## config.mk

```make
export PLATFORM = sky130hd
export DESIGN_NAME = spi_cmdpar_slave
export DESIGN_NICKNAME = d
export VERILOG_FILES = /design/src/rtl/spi_cmdpar_pkg.sv /design/src/rtl/spi_cmdpar_sync.sv /design/src/rtl/spi_cmdpar_rx.sv /design/src/rtl/spi_cmdpar_tx.sv /design/src/rtl/spi_cmdpar_slave.sv
export SDC_FILE = /design/constraint.sdc
export NUM_CORES = 1
export LEC_CHECK = 0
export BUFFER_PORTS_ARGS = -buffer_cell sky130_fd_sc_hd__buf_2
export CORE_UTILIZATION = 54
export CTS_BUF_LIST = sky130_fd_sc_hd__clkbuf_16
export CTS_CLUSTER_DIAMETER = 120
export CTS_CLUSTER_SIZE = 30
export DETAILED_ROUTE_END_ITERATION = 8
export GPL_TIMING_DRIVEN = 0
export PLACE_DENSITY = 0.72
export SYNTH_ARGS = -nofsm -noshare
export SYNTH_HDL_FRONTEND = slang
export SYNTH_HIERARCHICAL = 1
export SYNTH_SLANG_ARGS = --single-unit
```

## constraint.sdc

```tcl
create_clock -name clk -period 2.7 [get_ports clk]
set_clock_uncertainty 0.2 [all_clocks]
set_input_delay 0.675 -clock clk [delete_from_list [all_inputs] [get_ports clk]]
set_output_delay 0.675 -clock clk [all_outputs]
set_load 0.01 [all_outputs]
```

## src/rtl/spi_cmdpar_pkg.sv

```systemverilog
package spi_cmdpar_pkg;

   typedef struct packed {
      logic cmd_err;
      logic sdo_err;
   } err_flags_t;

   function automatic int cnt_width(input int frame_bits);
      return $clog2(frame_bits + 2);
   endfunction

endpackage

```

## src/rtl/spi_cmdpar_sync.sv

```systemverilog
module spi_cmdpar_sync #(
   parameter int              W       = 4,
   parameter int              STAGES  = 2,
   parameter logic [W-1:0]    RST_VAL = '0
) (
   input  logic         clk,
   input  logic         rst_n,
   input  logic [W-1:0] d,
   output logic [W-1:0] q
);
   logic [W-1:0] st [STAGES];

   for (genvar s = 0; s < STAGES; s++) begin : g_stage
      if (s == 0) begin : g_first
         always_ff @(posedge clk or negedge rst_n)
            if (!rst_n) st[0] <= RST_VAL;
            else        st[0] <= d;
      end else begin : g_next
         always_ff @(posedge clk or negedge rst_n)
            if (!rst_n) st[s] <= RST_VAL;
            else        st[s] <= st[s-1];
      end
   end

   assign q = st[STAGES-1];
endmodule

```

## src/rtl/spi_cmdpar_rx.sv

```systemverilog
module spi_cmdpar_rx
   import spi_cmdpar_pkg::*;
#(
   parameter int CMD_W      = 7,
   parameter int DATA_W     = 8,
   parameter bit ODD_PARITY = 1'b1,
   localparam int CMDB_W    = CMD_W + 1,
   localparam int ADDR_W    = CMD_W - 1,
   localparam int FRAME_W   = CMDB_W + DATA_W
) (
   input  logic              clk,
   input  logic              rst_n,
   input  logic              start,
   input  logic              rise,
   input  logic              mosi_i,
   output logic              cmd_done,
   output logic [ADDR_W-1:0] cmd_addr,
   output logic              wr_flag,
   output logic [DATA_W-1:0] data,
   output logic              frame_ok
);
   localparam int CNT_W = cnt_width(FRAME_W);

   logic [CNT_W-1:0]   cnt;
   logic [FRAME_W-1:0] shreg;
   logic [CMDB_W-1:0]  cmd_f;
   logic               par_ok;

   always_ff @(posedge clk or negedge rst_n) begin
      if (!rst_n) begin
         cnt      <= '0;
         shreg    <= '0;
         cmd_done <= 1'b0;
      end else begin
         cmd_done <= rise && (cnt == CNT_W'(CMDB_W - 1));
         if (start) begin
            cnt   <= '0;
            shreg <= '0;
         end else if (rise) begin
            shreg <= {shreg[FRAME_W-2:0], mosi_i};
            if (cnt != '1) cnt <= cnt + 1'b1;
         end
      end
   end

   assign cmd_addr = shreg[ADDR_W:1];
   assign cmd_f    = shreg[FRAME_W-1 -: CMDB_W];
   assign wr_flag  = shreg[FRAME_W-1];
   assign data     = shreg[DATA_W-1:0];

   if (ODD_PARITY) begin : g_odd
      assign par_ok = ^cmd_f;
   end else begin : g_even
      assign par_ok = ~^cmd_f;
   end

   assign frame_ok = (cnt == CNT_W'(FRAME_W)) && par_ok;


   cnt_monotonic_chk: assert property (@(posedge clk) disable iff (!rst_n)
      !start |=> cnt >= $past(cnt));
endmodule

```

## src/rtl/spi_cmdpar_tx.sv

```systemverilog
module spi_cmdpar_tx
   import spi_cmdpar_pkg::*;
#(
   parameter int STAT_W   = 8,
   parameter int DATA_W   = 8,
   localparam int FRAME_W = STAT_W + DATA_W
) (
   input  logic              clk,
   input  logic              rst_n,
   input  logic              start,
   input  logic              fall,
   input  logic              rise,
   input  logic [STAT_W-1:0] status,
   input  logic [DATA_W-1:0] rdata,
   input  logic              fb,
   output logic              miso,
   output logic              mismatch
);
   localparam int CNT_W = cnt_width(FRAME_W);

   logic [STAT_W-1:0]  stat_q;
   logic [CNT_W-1:0]   fidx;
   logic [FRAME_W-1:0] stream;
   logic [FRAME_W-1:0] shifted;

   assign stream  = {stat_q, rdata};
   assign shifted = stream << fidx;

   always_ff @(posedge clk or negedge rst_n) begin
      if (!rst_n) begin
         stat_q   <= '0;
         fidx     <= '0;
         miso     <= 1'b0;
         mismatch <= 1'b0;
      end else begin
         mismatch <= rise && (fb != miso);
         if (start) begin
            stat_q <= status;
            miso   <= status[STAT_W-1];
            fidx   <= CNT_W'(1);
         end else if (fall) begin
            miso <= shifted[FRAME_W-1];
            if (fidx != '1) fidx <= fidx + 1'b1;
         end
      end
   end


   miso_hold_chk: assert property (@(posedge clk) disable iff (!rst_n)
      (!start && !fall) |=> $stable(miso));
endmodule

```

## src/rtl/spi_cmdpar_slave.sv

```systemverilog
module spi_cmdpar_slave
   import spi_cmdpar_pkg::*;
#(
   parameter int CMD_W        = 7,
   parameter int DATA_W       = 8,
   parameter int SYNC_STAGES  = 2,
   parameter bit ODD_PARITY   = 1'b1,
   parameter int STAT_CMD_BIT = 0,
   parameter int STAT_SDO_BIT = 2,
   localparam int ADDR_W      = CMD_W - 1,
   localparam int STAT_W      = CMD_W + 1
) (
   input  logic              clk,
   input  logic              rst_n,
   input  logic              sclk,
   input  logic              cs_n,
   input  logic              mosi,
   output logic              miso,
   input  logic              miso_fb,
   output logic              reg_we,
   output logic [ADDR_W-1:0] reg_addr,
   output logic [DATA_W-1:0] reg_wdata,
   input  logic [DATA_W-1:0] reg_rdata
);
   if (CMD_W < 2)            begin : g_bad_cmd  $error("CMD_W must be at least 2"); end
   if (SYNC_STAGES < 2)      begin : g_bad_sync $error("SYNC_STAGES must be at least 2"); end
   if (STAT_CMD_BIT >= STAT_W || STAT_SDO_BIT >= STAT_W)
                             begin : g_bad_pos  $error("status bit outside status byte"); end
   if (STAT_CMD_BIT == STAT_SDO_BIT)
                             begin : g_bad_dup  $error("status bits must differ"); end

   logic sclk_s, cs_s, mosi_s, fb_s;
   logic sclk_q, csn_q, end_q, rd_pend;
   logic start, rise, fall, stop;
   logic cmd_done, wr_flag, frame_ok, mismatch;
   logic [ADDR_W-1:0] cmd_addr, addr_q;
   logic [DATA_W-1:0] rx_data, rdata_q;
   logic [STAT_W-1:0] status;
   err_flags_t        flags;

   spi_cmdpar_sync #(.W(4), .STAGES(SYNC_STAGES), .RST_VAL(4'b0100)) u_sync (
      .clk(clk), .rst_n(rst_n),
      .d({sclk, cs_n, mosi, miso_fb}),
      .q({sclk_s, cs_s, mosi_s, fb_s})
   );

   assign start = csn_q & ~cs_s;
   assign stop  = ~csn_q & cs_s;
   assign rise  = sclk_s & ~sclk_q & ~csn_q;
   assign fall  = ~sclk_s & sclk_q & ~cs_s & ~csn_q;

   spi_cmdpar_rx #(.CMD_W(CMD_W), .DATA_W(DATA_W), .ODD_PARITY(ODD_PARITY)) u_rx (
      .clk(clk), .rst_n(rst_n), .start(start), .rise(rise), .mosi_i(mosi_s),
      .cmd_done(cmd_done), .cmd_addr(cmd_addr), .wr_flag(wr_flag),
      .data(rx_data), .frame_ok(frame_ok)
   );

   always_comb begin
      status               = '0;
      status[STAT_CMD_BIT] = flags.cmd_err;
      status[STAT_SDO_BIT] = flags.sdo_err;
   end

   spi_cmdpar_tx #(.STAT_W(STAT_W), .DATA_W(DATA_W)) u_tx (
      .clk(clk), .rst_n(rst_n), .start(start), .fall(fall), .rise(rise),
      .status(status), .rdata(rdata_q), .fb(fb_s),
      .miso(miso), .mismatch(mismatch)
   );

   always_ff @(posedge clk or negedge rst_n) begin
      if (!rst_n) begin
         sclk_q    <= 1'b0;
         csn_q     <= 1'b1;
         end_q     <= 1'b0;
         rd_pend   <= 1'b0;
         addr_q    <= '0;
         rdata_q   <= '0;
         flags     <= '0;
         reg_we    <= 1'b0;
         reg_wdata <= '0;
      end else begin
         sclk_q  <= sclk_s;
         csn_q   <= cs_s;
         end_q   <= stop;
         rd_pend <= cmd_done;
         reg_we  <= 1'b0;
         if (cmd_done) addr_q  <= cmd_addr;
         if (rd_pend)  rdata_q <= reg_rdata;
         if (start) flags <= '0;
         else if (mismatch) flags.sdo_err <= 1'b1;
         if (end_q) begin
            if (!frame_ok) flags.cmd_err <= 1'b1;
            else if (wr_flag) begin
               reg_we    <= 1'b1;
               reg_wdata <= rx_data;
            end
         end
      end
   end

   assign reg_addr = addr_q;


   we_pulse_chk: assert property (@(posedge clk) disable iff (!rst_n)
      reg_we |=> !reg_we);

   we_idle_cs_chk: assert property (@(posedge clk) disable iff (!rst_n)
      reg_we |-> cs_s);

   flag_clear_chk: assert property (@(posedge clk) disable iff (!rst_n)
      start |=> (flags == '0));

   cmd_flag_set_chk: assert property (@(posedge clk) disable iff (!rst_n)
      (end_q && !frame_ok) |=> flags.cmd_err);

   sdo_flag_set_chk: assert property (@(posedge clk) disable iff (!rst_n)
      (mismatch && !start) |=> flags.sdo_err);
endmodule

```

==> results of run 1 <==
[layer usage]
metal	share of wire	global-route usage	wire length, um
met5	0	0	0
met1	0.45	0.247	2370
met4	0.022	0.115	112
met3	0.037	0.0379	195
met2	0.49	0.291	2530
[critical path: stages (launching register included)]
cell	delay, ns
dfstp_2	0.55
nor2b_1	0.39
clkbuf_1	0.40
buf_2	0.30
nor2_1	0.07
a22oi_1	0.18
nand3_1	0.11
[cell families after synthesis]
kind of cell               after synthesis
DFF                                     74
and+or+nand+nor                         56
muxes                                   55
buffers and inverters                   35
xor gates and xnor gates                14
adders and majority gates                5
AOI/OAI and AO/OA                        5
other                                    1
[sequential cells by signal, summed over array words and instances (netlist names)]
register,flops
csn_q,1
end_q,1
flags,2
rd_pend,1
rdata_q,8
reg_addr,6
reg_wdata,8
reg_we,1
sclk_q,1
u_rx/cmd_done,1
u_rx/cnt,5
u_rx/shreg,16
u_sync/q,4
u_sync/st,4
u_tx/fidx,5
u_tx/mismatch,1
u_tx/miso,1
u_tx/stat_q,8
[power by group through the flow]
stage	clock network, W	registers, W	logic (W)
final	0.00113	0.00118	0.000164
after global routing	0.00119	0.00119	0.000185
after CTS	0.00116	0.00118	0.000167
after detailed placement	0	0.00120	0.000166
after global placement	0	0.00120	0.000157
after floorplan	0	0.00120	0.000106
[how the worst min path moves through the flow]
stage                                     endpoint  cells past startpoint                   start  slack [ns]
after floorplan              u_sync/q[0]$_DFF_PN0_                      0  u_sync/st[4]$_DFF_PN0_        0.13
after global placement       u_sync/q[1]$_DFF_PN0_                      0  u_sync/st[5]$_DFF_PN0_        0.13
after detailed placement     u_sync/q[0]$_DFF_PN0_                      0  u_sync/st[4]$_DFF_PN0_        0.14
after CTS                 u_tx/fidx[0]$_DFFE_PN0P_                      1                   rst_n        0.08
after global routing      u_tx/fidx[2]$_DFFE_PN0P_                      1                   rst_n         0.1
final                     u_tx/fidx[0]$_DFFE_PN0P_                      1                   rst_n        0.07
[through the flow]
stage	instances	utilization
after floorplan	251	-
after detailed placement	353	0.624
final	368	0.674
after CTS	368	0.674
after global routing	368	0.674
after global placement	352	0.618
[layout make-up]
cell class | instances | area (sq um) | share of cell area
inverter | 5 | 18.8 | 0.00496
multi-input combinational | 142 | 1160 | 0.306
tap | 72 | 90.1 | 0.0238
clock inverter | 6 | 58.8 | 0.0155
sequential | 74 | 1860 | 0.491
timing repair buffer | 30 | 175 | 0.0463
clock buffer | 9 | 225 | 0.0595
buffer | 30 | 200 | 0.0529
[layout by cell type, fill, tap and decap left out, types with 2 or more instances in the layout]
| master | n |
|---|---|
| buf_2 | 32 |
| dfrtp_1 | 71 |
| nand4_1 | 2 |
| inv_1 | 5 |
| buf_4 | 21 |
| xor2_1 | 5 |
| and3_1 | 2 |
| nand2_1 | 5 |
| clkinv_2 | 4 |
| nor4b_1 | 2 |
| o2111ai_1 | 2 |
| xnor2_1 | 9 |
| nand3_1 | 3 |
| ha_1 | 5 |
| dfstp_2 | 3 |
| clkbuf_1 | 5 |
| nor2_1 | 30 |
| mux2i_1 | 23 |
| clkbuf_16 | 9 |
| conb_1 | 7 |
| nor2b_1 | 4 |
| mux4_1 | 2 |
| mux2_2 | 30 |
==> out/results.txt, run 1 <==
mux contribution to synthesized area: 0.193
DR vias: 1870
pre-CTS WS: 0.389 ns
area leader, netlist: dfrtp_1
Post-Synth XOR/XNOR Area: 0.0382
Power Density: 654 nW/um^2
Synth top cells by count: 71 x dfrtp_1, 30 x mux2_2, 30 x nor2_1, 23 x mux2i_1, 20 x buf_4
average size of a mapped cell: 13.1 sq um
final worst path period share: 0.864
Synth Flop Type: dfrtp_1
setup TNS: 0 ns
capturing point of the worst reg2reg path: u_tx/miso$_DFFE_PN0P_
crit path from: csn_q$_DFF_PN1_
Leakage: 1.92 nW
Min Hold Slack: 0.0719 ns
Synthesis Warnings: 6
share of cells above drive strength 1: 0.355
Final GP Congestion: 0.762
TritonCTS clock tree: built
Num CTS Buffers: 9
Compound-Gate Fraction of Synth Area: 0.0113
Seq/Total Area, Yosys: 0.578
Final min period: 2.33 ns
clock power share: 0.455
die width: 79.1 um
Switching Share: 0.215
Initial Utilization: 0.573
CP Launch Type: flip-flop
drt pass-1 iters: 4
worst r2r src: csn_q$_DFF_PN1_
Arrival @ worst endpoint: 2.32 ns
Post-DRT Antenna Nets: 0
Setup Buffers After CTS: 0
simple-gate area share of the yosys netlist: 0.0904
Layout area overhead: 17.8%
vias per inst: 5.08
Synth top area share: 0.553
GR Util All Layers: 0.189
Worst-Margin Slew: 0.676 ns
GRT Residual Overflow: 0
synth top area cells: dfrtp_1 55%, mux2_2 11%, mux2i_1 7.2%
antenna violations before repair: 0
Post-Syn Instances: 245
Initial DRC Count: 105
# rows: 27
Die ar.: 6260 sq um
final instance area: 3780 sq um
reg2reg path depth: 6
Clock Sink Count: 74
H-tree depth: 3
core area: 5610 sq um
ant diodes: 0
WL/cell: 14.1 um
asr flop ratio synth: 1.00
PostCTS Resize Cnt: 0
Synth Cell Area: 3210 sq um
Routed WL: 5.20 mm
slew margin rel.: 0.543
Longest Clk Path Bufs: 2
Final setup viols: 0
Synth Register Bits: 74
Flop pwr share: 0.479
post-placement cell area: 3500 sq um
count of different cell masters after synthesis: 33
Worst Path Max Fanout: 10
Die Ht: 79.1 um
first-pass GRT wire length: 8.77 mm
number of synthesized flops with an enable pin: 0
Setup WS post-layout: 0.367 ns
root buf cell: clkbuf_16
combinational power share: 0.066
number of port buffers: 29
VDD IR-drop max: 0.424 mV
Setup crit end: u_tx/miso$_DFFE_PN0P_
internal power: 0.00194 W
number of global-route vias before repair: 1855
critical path type: reg -> reg
IO Pins: 30
FMAX: 0.429 GHz
Layout Nets: 311
hold crit path type: in -> async
RSZ-0062 raised after global routing: no
reg2reg setup slack: 0.37 ns
Final Hold Violating Endpoints: 0
Slew Viols, Final: 0
main combinational cell family by area after synthesis: multiplexers
Adder-Cell Fraction of Synth Area: 0.0195
Tot Pwr: 0.00247 W
FILL cells: 446
later-pin clock latency in the skew report: 0.32 ns
cts hold-fix bufs: 0
outcome: complete, no violations
pin count of the biggest net entering global routing: 48
WP data required: 2.69 ns
count leader, synth: dfrtp_1
Switch Pwr: 0.000533 W
max-cap violation count: 0
DRC violations left: 0
hpwl dp: 3.39 mm
CP endpoint kind: flip-flop
CTS clk-pin slew, worst paths: 0.06 ns
Note: power is estimated with default switching activity, not from simulation.
==> inputs of run 2 (changes only) <==
--- a/config.mk
+++ b/config.mk
@@ -6,13 +6,16 @@
 export NUM_CORES = 1
 export LEC_CHECK = 0
 export BUFFER_PORTS_ARGS = -buffer_cell sky130_fd_sc_hd__buf_2
-export CORE_UTILIZATION = 54
+export CELL_PAD_IN_SITES_DETAIL_PLACEMENT = 1
+export CELL_PAD_IN_SITES_GLOBAL_PLACEMENT = 1
+export CORE_ASPECT_RATIO = 0.5
+export CORE_UTILIZATION = 48
 export CTS_BUF_LIST = sky130_fd_sc_hd__clkbuf_16
 export CTS_CLUSTER_DIAMETER = 120
 export CTS_CLUSTER_SIZE = 30
 export DETAILED_ROUTE_END_ITERATION = 8
 export GPL_TIMING_DRIVEN = 0
-export PLACE_DENSITY = 0.72
+export PLACE_DENSITY = 0.77
 export SYNTH_ARGS = -nofsm -noshare
 export SYNTH_HDL_FRONTEND = slang
 export SYNTH_HIERARCHICAL = 1
==> run 2 against run 1 <==
  * Via count grew 0.96%
  * Combinational power grew 2%
  * Clock power is 12% lower
  * Worst setup slack got worse by 0.015 ns
  * Routed wire length is 13% higher
  * Largest cell class unchanged
==> out/results.txt, run 2 (synthesized netlist as in run 1, its figures left out) <==
FMAX: 0.426 GHz
cts hold-fix bufs: 0
Final GP Congestion: 0.780
CP peak stage delay: 0.55 ns
fin cells: 385
hpwl dp: 3.94 mm
Routed WL: 5.89 mm
Initial Utilization: 0.513
DR vias: 1888
combinational power share: 0.071
crit path from: csn_q$_DFF_PN1_
CP Launch Type: flip-flop
Setup Buffers After CTS: 0
first-pass GRT wire length: 10.0 mm
number of port buffers: 29
Worst Path Max Fanout: 10
Die ar.: 7040 sq um
GRT Residual Overflow: 0
GR Util All Layers: 0.193
hold crit path type: in -> async
die width: 118 um
Slew Viols, Final: 0
CP endpoint kind: flip-flop
placed cells: 369
IO Pins: 30
later-pin clock latency in the skew report: 0.33 ns
Critical Path, Cell by Cell: nor2b_1 -> clkbuf_1 -> buf_2 -> mux2_2
FILL cells: 655
number of global-route vias before repair: 2061
Num CTS Buffers: 9
Top reg by flops: u_rx/shreg
TritonCTS clock tree: built
reg2reg setup slack: 0.35 ns
Die Ht: 59.8 um
Tot Pwr: 0.00235 W
pin count of the biggest net entering global routing: 75
VDD IR-drop max: 0.473 mV
Initial DRC Count: 76
worst r2r src: csn_q$_DFF_PN1_
internal power: 0.00184 W
ant diodes: 0
Arrival @ worst endpoint: 2.36 ns
critical path type: reg -> reg
Layout Nets: 311
Min Hold Slack: 0.146 ns
CTS clk-pin slew, worst paths: 0.05 ns
final worst path period share: 0.870
core area: 6260 sq um
Switching Share: 0.219
clock power share: 0.424
Post-DRT Antenna Nets: 0
Flop pwr share: 0.504
slew margin rel.: 0.556
vias per inst: 4.90
Worst-Margin Slew: 0.656 ns
reg2reg path depth: 4
PostCTS Resize Cnt: 0
drt pass-1 iters: 4
RSZ-0062 raised after global routing: no
Final Hold Violating Endpoints: 0
Final min period: 2.35 ns
commonest non-fill, non-tap cell in the layout: dfrtp_1
H-tree depth: 3
capturing point of the worst reg2reg path: u_tx/stat_q[7]$_DFFE_PN0P_
most frequent cells in the layout: 71 x dfrtp_1, 32 x buf_2, 30 x mux2_2, 30 x nor2_1, 23 x mux2i_1
outcome: complete, no violations
Leakage: 1.92 nW
max-cap violation count: 0
share of cells above drive strength 1: 0.333
root buf cell: clkbuf_16
Final setup viols: 0
setup TNS: 0 ns
slowest CP cell: dfstp_2
Longest Clk Path Bufs: 2
Layout area overhead: 17.4%
antenna violations before repair: 0
WL/cell: 15.3 um
Clock Sink Count: 74
Switch Pwr: 0.000516 W
Power Density: 624 nW/um^2
# rows: 20
Largest register FFs: 16
WP data required: 2.71 ns
DRC violations left: 0
post-layout util: 0.603
[run 2: cell count changes in the layout (fill, tap and decap cells not counted), sizes merged]
cell,delta
clkinv,-4
bufinv,-1
inv,+6
[run 2: how the worst max path moves through the flow]
| stage | endpoint | slack (ns) |
|---|---|---|
| 2_1_floorplan | u_tx/stat_q[0]$_DFFE_PN0P_ | 0.72 |
| 3_3_place_gp | reg_wdata[5]$_DFFE_PN0P_ | 0.33 |
| 3_5_place_dp | u_tx/stat_q[1]$_DFFE_PN0P_ | 0.38 |
| 4_1_cts | u_tx/stat_q[7]$_DFFE_PN0P_ | 0.35 |
| 5_1_grt | u_tx/miso$_DFFE_PN0P_ | 0.17 |
| 6_report | u_tx/stat_q[7]$_DFFE_PN0P_ | 0.35 |
[run 2: cell type report]
type	count	area (sq um)	area share
clock buffer	9	225	0.0597
clock inverter	7	26.3	0.00697
sequential	74	1860	0.492
tap	88	110	0.0292
buffer	30	200	0.0531
multi-input combinational	142	1160	0.307
inverter	5	18.8	0.00498
timing repair buffer	30	175	0.0465
[run 2: critical path: cells and delay by family, from the launching register on]
family / cells / cell delay [ns]
simple gates: 1 / 0.40
mux: 1 / 0.37
buf+inv: 2 / 0.71
flops: 1 / 0.55
[run 2: power by group through the flow]
| stage | Clock, W | Combinational [W] | Sequential (W) |
|---|---|---|---|
| final | 0.000997 | 0.000168 | 0.00119 |
| after global routing | 0.00108 | 0.000190 | 0.00119 |
| after detailed placement | 0 | 0.000169 | 0.00120 |
| after floorplan | 0 | 0.000106 | 0.00120 |
| after global placement | 0 | 0.000156 | 0.00120 |
| after CTS | 0.00103 | 0.000171 | 0.00119 |
[run 2: layer usage]
metal	vias to the layer above	routed length, um	track usage	part of all wire
met3	10	225	0.0639	0.038
met2	29	2920	0.326	0.50
met5	-	0	0	0
met1	953	2650	0.229	0.45
met4	0	95	0.0952	0.016
li1	896	-	-	-
[run 2: stage by stage]
step	setup WS (ns)	area, sq um
6_report	0.352	3770
4_1_cts	0.345	3770
3_5_place_dp	0.384	3520
5_1_grt	0.173	3770
2_1_floorplan	0.719	3230
3_3_place_gp	0.332	3490
==> inputs of run 3 (changes only) <==
--- a/config.mk
+++ b/config.mk
@@ -6,7 +6,7 @@
 export NUM_CORES = 1
 export LEC_CHECK = 0
 export BUFFER_PORTS_ARGS = -buffer_cell sky130_fd_sc_hd__buf_2
-export CELL_PAD_IN_SITES_DETAIL_PLACEMENT = 1
+export CELL_PAD_IN_SITES_DETAIL_PLACEMENT = 0
 export CELL_PAD_IN_SITES_GLOBAL_PLACEMENT = 1
 export CORE_ASPECT_RATIO = 0.5
 export CORE_UTILIZATION = 48
==> run 3 against run 2 <==
  * Cell area up 0.73%
  * Clock power up 12%
  * Maximum frequency up 2.5%
  * Global-route usage down 2.7 points
  * Sequential power about the same
  * Critical path type unchanged
  * Critical endpoint unchanged
  * Die area unchanged
==> out/results.txt, run 3 (synthesized netlist as in run 1, its figures left out) <==
outcome: complete, no violations
first-pass GRT wire length: 8.62 mm
setup TNS: 0 ns
FILL cells: 526
Critical Path, Cell by Cell: nor2b_1 -> clkbuf_1 -> buf_2 -> mux2_2
Setup WS post-layout: 0.409 ns
Final min period: 2.29 ns
Initial Utilization: 0.513
Setup Buffers After CTS: 0
RSZ-0062 raised after global routing: no
Worst-Margin Slew: 0.714 ns
ant diodes: 0
hpwl dp: 3.34 mm
number of global-route vias before repair: 1824
Post-DRT Antenna Nets: 0
critical path type: reg -> reg
Top delay family on crit path: buffers and inverters
final instance area: 3800 sq um
Worst Path Max Fanout: 10
max-cap violation count: 0
DRC violations left: 0
Top reg by flops: u_rx/shreg
Setup crit end: u_tx/stat_q[7]$_DFFE_PN0P_
commonest non-fill, non-tap cell in the layout: dfrtp_1
Die Ht: 59.8 um
drt pass-1 iters: 4
Slew Viols, Final: 0
Switching Share: 0.215
Final setup viols: 0
Arrival @ worst endpoint: 2.30 ns
# rows: 20
H-tree depth: 3
met2 wire length: 2.29 mm
number of port buffers: 29
Num CTS Buffers: 9
internal power: 0.00193 W
capturing point of the worst reg2reg path: u_tx/stat_q[7]$_DFFE_PN0P_
TritonCTS clock tree: built
GR Util All Layers: 0.167
Layout area overhead: 18.3%
Largest register FFs: 16
Leakage: 1.92 nW
most frequent cells in the layout: 71 x dfrtp_1, 32 x buf_2, 30 x mux2_2, 30 x nor2_1, 23 x mux2i_1
Final Hold Violating Endpoints: 0
crit path from: csn_q$_DFF_PN1_
vias per inst: 4.73
Layout Nets: 311
routed wl met3: 235 um
post-placement cell area: 3520 sq um
core area: 6260 sq um
VDD IR-drop max: 0.338 mV
Critical Path Stages: 4
WL/cell: 13.3 um
GRT Residual Overflow: 0
CP Launch Type: flip-flop
Tot Pwr: 0.00246 W
Initial DRC Count: 53
antenna violations before repair: 0
DR vias: 1821
Routed WL: 5.14 mm
die width: 118 um
WP buf/inv: 2
Power Density: 649 nW/um^2
Clock Sink Count: 74
cts hold-fix bufs: 0
Longest Clk Path Bufs: 2
reg2reg path depth: 4
later-pin clock latency in the skew report: 0.33 ns
reg2reg setup slack: 0.41 ns
clock power share: 0.453
slew margin rel.: 0.517
CP endpoint kind: flip-flop
share of cells above drive strength 1: 0.340
PostCTS Resize Cnt: 0
WP data required: 2.71 ns
CTS clk-pin slew, worst paths: 0.05 ns
root buf cell: clkbuf_16
Die ar.: 7040 sq um
Final GP Congestion: 0.780
uppermost layer routed: met4
hold crit path type: in -> async
post-layout util: 0.607
Flop pwr share: 0.481
CP peak stage delay: 0.55 ns
final worst path period share: 0.849
slowest CP cell: dfstp_2
Switch Pwr: 0.000529 W
FMAX: 0.436 GHz
met1 wire length: 2.54 mm
pre-CTS WS: 0.428 ns
pin count of the biggest net entering global routing: 75
combinational power share: 0.066
IO Pins: 30
worst r2r src: csn_q$_DFF_PN1_
[run 3: cell type report]
type                            count  area [sq um]  share of cell area
Multi-Input combinational cell    142          1160               0.305
Buffer                             30           200              0.0527
Timing Repair Buffer               30           175              0.0461
Clock buffer                        9           225              0.0593
Clock inverter                      7          53.8              0.0142
Sequential cell                    74          1860               0.489
Tap cell                           88           110              0.0290
Inverter                            5          18.8             0.00494
[run 3: worst min-delay path by stage]
| stage | cells after the start | to |
|---|---|---|
| 2_1_floorplan | 0 | u_sync/q[0]$_DFF_PN0_ |
| 3_3_place_gp | 0 | u_sync/q[3]$_DFF_PN0_ |
| 3_5_place_dp | 0 | u_sync/q[1]$_DFF_PN0_ |
| 4_1_cts | 2 | u_tx/fidx[1]$_DFFE_PN0P_ |
| 5_1_grt | 0 | u_sync/q[1]$_DFF_PN0_ |
| 6_report | 2 | u_tx/miso$_DFFE_PN0P_ |
[run 3: metal layers]
layer  track usage  up-vias
li1              -      901
met1         0.204      885
met2         0.256       27
met3        0.0763        8
met4        0.0769        0
met5             0        -
[run 3: through the flow]
stage / std cells / hold slack (ns)
after floorplan: 251 / 0.131
after global placement: 368 / 0.132
after detailed placement: 369 / 0.136
after CTS: 385 / 0.149
after global routing: 385 / 0.158
final: 385 / 0.148
[run 3: power by group through the flow]
stage,Clock (W),Sequential (W),Combinational (W)
after detailed placement,0,0.00120,0.000165
after global routing,0.00120,0.00119,0.000183
after floorplan,0,0.00120,0.000106
after global placement,0,0.00120,0.000156
final,0.00112,0.00118,0.000162
after CTS,0.00115,0.00119,0.000165
[run 3: worst register-to-register path: cells and delay by family, from the launching register on]
family | cells | cell delay [ns]
multiplexers | 1 | 0.36
AND/OR/NAND/NOR | 1 | 0.38
buffers and inverters | 2 | 0.69
flip-flops | 1 | 0.55
